[config.mk]
export PLATFORM = sky130hd
export DESIGN_NAME = blade_stall_ctrl
export DESIGN_NICKNAME = d
export VERILOG_FILES = /design/src/rtl/blade_stall_ctrl.sv
export SDC_FILE = /design/constraint.sdc
export NUM_CORES = 2
export LEC_CHECK = 0
export BUFFER_PORTS_ARGS = -buffer_cell sky130_fd_sc_hd__buf_2
export CORE_AREA = 2 2 334 204
export DETAILED_ROUTE_END_ITERATION = 12
export DIE_AREA = 0 0 336 206
export HOLD_SLACK_MARGIN = 0.15
export PLACE_DENSITY = 0.65
export SYNTH_ARGS = -nofsm -noshare
export SYNTH_HDL_FRONTEND = slang
export SYNTH_SLANG_ARGS = --single-unit
[constraint.sdc]
create_clock -name clk -period 9.3 [get_ports clk]
set_clock_uncertainty 0.05 [all_clocks]
set_input_delay 1.395 -clock clk [delete_from_list [all_inputs] [get_ports clk]]
set_output_delay 1.395 -clock clk [all_outputs]
set_load 0.02 [all_outputs]
[src/rtl/blade_stall_ctrl.sv]
module blade_stall_ctrl #(
  parameter int DW     = 32,
  parameter int TW     = 8,
  parameter int MUL_ST = 5,
  parameter int ADD_ST = 6
) (
  input  logic          clk,
  input  logic          rst_n,
  input  logic          in_valid,
  input  logic [DW-1:0] in_a,
  input  logic [DW-1:0] in_b,
  input  logic [TW-1:0] in_tag,
  output logic          in_ready,
  output logic [TW-1:0] rd_tag,
  input  logic [DW-1:0] rd_data,
  output logic          wr_en,
  output logic [TW-1:0] wr_tag,
  output logic [DW-1:0] wr_data,
  output logic          idle
);
  localparam int ML = MUL_ST - 1;
  localparam int AL = ADD_ST - 1;

  logic [MUL_ST-1:0] mv;
  logic [TW-1:0]     mt [MUL_ST];
  logic [DW-1:0]     mp [MUL_ST];
  logic [ADD_ST-1:0] av;
  logic [TW-1:0]     at [ADD_ST];
  logic [DW-1:0]     as [ADD_ST];
  logic [ADD_ST-1:0] hit;
  logic              stall;
  logic signed [2*DW-1:0] full;

  assign full = $signed(in_a) * $signed(in_b);

  always_comb
    for (int k = 0; k < ADD_ST; k++)
      hit[k] = mv[ML] && av[k] && (at[k] == mt[ML]);

  assign stall    = |hit;
  assign in_ready = !stall;
  assign rd_tag   = mt[ML];
  assign wr_en    = av[AL];
  assign wr_tag   = at[AL];
  assign wr_data  = as[AL];
  assign idle     = !in_valid && !(|mv) && !(|av);

  always_ff @(posedge clk) begin
    if (!rst_n) begin
      mv <= '0;
      av <= '0;
      for (int k = 0; k < MUL_ST; k++) begin
        mt[k] <= '0;
        mp[k] <= '0;
      end
      for (int k = 0; k < ADD_ST; k++) begin
        at[k] <= '0;
        as[k] <= '0;
      end
    end else begin
      if (!stall) begin
        mv    <= {mv[MUL_ST-2:0], in_valid};
        mt[0] <= in_tag;
        mp[0] <= full[DW-1:0];
        for (int k = 1; k < MUL_ST; k++) begin
          mt[k] <= mt[k-1];
          mp[k] <= mp[k-1];
        end
      end
      av    <= {av[ADD_ST-2:0], mv[ML] && !stall};
      at[0] <= stall ? '0 : mt[ML];
      as[0] <= stall ? '0 : mp[ML] + rd_data;
      for (int k = 1; k < ADD_ST; k++) begin
        at[k] <= at[k-1];
        as[k] <= as[k-1];
      end
    end
  end
endmodule

==> metrics <==
status=complete, no violations; sequential-to-total area share from yosys stat=0.336; Synth warnings=0; Remaining DRCs=0; drt first pass iters=10; FF-to-FF End=mp[0][69]; worst min path class=flop to flop; synthesized area per cell=10.6 sq um; core area=approximately 67000 sq um; hold path endpoint=as[0][149]; Syn Nets=between 3000 and 4000; Worst setup EP type=flop; Syn Inst Count=3102; Total Wirelength=around 74 mm; initial antenna violation count=1; Die Span X=approximately 340 um; crit path launch type=input port; Period Utilization, post-route=0.864; vias=slightly above 20000; Slowest-stage cell, CP=fa_1; top_reg_cell synth=dfxtp_1; postcts setup bufs=0; Inserted Diodes=0; I/O Buffers=157; WP data required=around 9.6 ns; GPL Wtd Cong=0.893; share of post-route cells with drive strength above 1=0.0786; HPWL Detailed=55.2 mm; remaining antenna violation count after routing=0; final layout net count=3828; CTS max path bufs=3; wire length per cell=18.2 um; worst reg-to-reg path cell count=7; Core Rows=between 70 and 80; initial DRC count=between 1000 and 1500; setup violators final=0; number of fill cells=a little under 6000; Hold Violations, Final=0; crit-path most repeated cell=fa_1; max-cap violations=0; Worst-Margin Slew=approximately 0.97 ns; vias in the first global route=21000; FF+latch count, synth=451; Worst-Skew Late Latency=0.58 ns; asr flop ratio synth=0; delay of the slowest critical-path stage=a little over 0.6 ns; post-cts resize count=0; CP bufs+invs=2; hold_sp=as[0][117]; TritonCTS sink count=451; WHS Path Cells=1; GRT overflow=0; Worst Path Arrival=slightly above 8 ns; first-pass GRT wire length=about 120 mm; multi-input logic area=~19000 sq um; Slew headroom=0.345; FMAX=approximately 0.12 GHz; htree depth=2; crit-path cells=buf_2, nand2_1, fa_1, fa_1, fa_1, fa_1, fa_1, inv_1, fa_1, fa_1, fa_1, ha_1, a21o_1, a21oi_1, o21ai_0, a21o_1, o221a_2, o41ai_1, xnor2_1, nor2_1; Die Area=a little under 70000 sq um; reg2reg start=mt[4][4]; Post-synth EDFFs=200; reg2reg setup slack=around 5.2 ns; Final Slew Violations=0; Yosys cell types=62; Area Overhead vs Synth=7.94%; kind of critical path=input port to flop; Register Area=11000 sq um; cts hold-fix bufs=0; Clock transition at path regs=roughly 0.06 ns; delay-heaviest family, CP=adder cells; CTS Root Cell=clkbuf_16; largest fanout on the critical path=24; total negative slack=0 ns; IO Count=158; Mapped Area=~33000 sq um; vias per cell=just over 5; Initial Util=0.491; GRT Total Usage=0.220; Tmin final=approximately 8 ns; Die H=between 200 and 250 um; largest net degree at the start of global routing=140; RSZ-0062 raised after global routing=no; CTS Buf Count=44; CTS tree=built
how the worst max path moves through the flow:
| stage | depth (start not counted) | start | slack [ns] | endpoint |
|---|---|---|---|---|
| floorplan | 24 | in_a[13] | 1.32 | mp[0][31] |
| global placement | 21 | in_b[2] | 0.89 | mp[0][31] |
| detailed placement | 23 | in_b[5] | 0.75 | mp[0][31] |
| CTS | 20 | in_b[8] | 1.36 | mp[0][31] |
| global route | 23 | in_b[8] | 0.95 | mp[0][31] |
| finish | 20 | in_b[8] | 1.26 | mp[0][31] |
sequential cells by signal (all words and copies together), names as in the netlist:
name / count
mp: 160
as: 192
mv: 5
av: 6
mt: 40
at: 48
cell type report:
class | instances | area share
clock buffer | 62 | 0.0377
clock inverter | 19 | 0.00378
inverter | 444 | 0.0471
multi-input combinational | 2028 | 0.544
sequential | 451 | 0.312
tap | 912 | 0.0322
timing repair buffer | 162 | 0.0237
cell usage in the layout, fill, tap and decap left out, drive strengths merged, types with 4 or more instances in the layout:
| cell type | count |
|---|---|
| and2 | 740 |
| inv | 448 |
| fa | 409 |
| dfxtp | 251 |
| nand2 | 204 |
| edfxtp | 200 |
| ha | 181 |
| buf | 162 |
| xnor2 | 112 |
| clkbuf | 62 |
| nor2 | 60 |
| a21oi | 51 |
| o21ai | 33 |
| xor2 | 30 |
| nand3 | 28 |
| nor3 | 23 |
| a21o | 23 |
| nand2b | 14 |
| clkinv | 14 |
| and3 | 11 |
| nand4 | 10 |
| o21a | 9 |
| o211ai | 7 |
| a211oi | 7 |
| mux2i | 7 |
| o21bai | 6 |
| nor3b | 6 |
| nor4 | 6 |
| a31o | 6 |
| a21boi | 5 |
| nor2b | 4 |
stage by stage:
| step | hold WS (ns) | setup WS, ns | cell area [sq um] | utilization | instances |
|---|---|---|---|---|---|
| after floorplan | 0.362 | 1.32 | 32800 | - | 3102 |
| after CTS | 0.380 | 1.36 | 35400 | 0.530 | 4078 |
| after detailed placement | 0.367 | 0.750 | 33900 | 0.508 | 3997 |
| after global routing | 0.391 | 0.949 | 35400 | 0.530 | 4078 |
| after global placement | 0.364 | 0.886 | 33900 | 0.508 | 3997 |
| final | 0.375 | 1.26 | 35400 | 0.530 | 4078 |
per-layer routing:
| layer | vias to the layer above | wire [um] | track usage |
|---|---|---|---|
| li1 | 9556 | - | - |
| met1 | 10100 | 35600 | 0.327 |
| met2 | 727 | 30500 | 0.314 |
| met3 | 114 | 6530 | 0.0595 |
| met4 | 0 | 1620 | 0.0601 |
| met5 | - | 0 | 0 |
logic make-up after synthesis:
group	synth area share
AND/OR/NAND/NOR	0.193
buffers and inverters	0.0769
adder cells (fa/ha/maj)	0.319
flip-flops	0.336
AO/OA/AOI/OAI	0.0342
XOR/XNOR	0.0386
multiplexers	0.00214
worst reg2reg max path, stage by stage (launching register included):
cell	delay, ns
edfxtp_1	0.62
xnor2_1	0.23
nand4_1	0.12
nor4_1	0.06
a41o_1	0.30
nor4_4	0.70
nand2b_4	0.87
buf_12	0.57
synth_stat cells (2+ instances only):
library cell | count | area share
nand2_1 | 203 | 0.023
a31o_2 | 5 | 0.0013
clkbuf_1 | 131 | 0.015
or3_1 | 3 | 0.00057
nand2b_1 | 14 | 0.0027
inv_1 | 444 | 0.051
o21ai_1 | 2 | 0.00031
edfxtp_1 | 200 | 0.18
dfxtp_1 | 251 | 0.15
nand4_1 | 10 | 0.0019
and3_1 | 11 | 0.0021
a21boi_0 | 5 | 0.0011
nor3b_1 | 6 | 0.0014
a21oi_1 | 51 | 0.0078
fa_1 | 409 | 0.25
nor3_1 | 23 | 0.0035
o21bai_1 | 6 | 0.0014
o21a_1 | 9 | 0.0021
xnor2_1 | 112 | 0.030
xor2_1 | 30 | 0.0080
a211oi_1 | 7 | 0.0016
o21ai_0 | 31 | 0.0047
a221oi_1 | 2 | 0.00053
nor2_1 | 60 | 0.0069
nor2b_1 | 4 | 0.00076
or2_2 | 2 | 0.00038
a211o_1 | 3 | 0.00080
ha_1 | 181 | 0.069
nand3_1 | 28 | 0.0043
a41o_1 | 2 | 0.00061
and2_1 | 740 | 0.14
a2111oi_0 | 2 | 0.00053
buf_1 | 3 | 0.00034
nand3b_1 | 2 | 0.00046
nor4_1 | 5 | 0.00095
a21o_1 | 23 | 0.0053
o211ai_1 | 7 | 0.0016
a31oi_1 | 3 | 0.00057
mux2i_1 | 7 | 0.0021
buf_4 | 40 | 0.0092
buf_6 | 4 | 0.0014
Power is not shown: default switching activity piles up to over one toggle a cycle in this logic, so the estimate is an artifact.
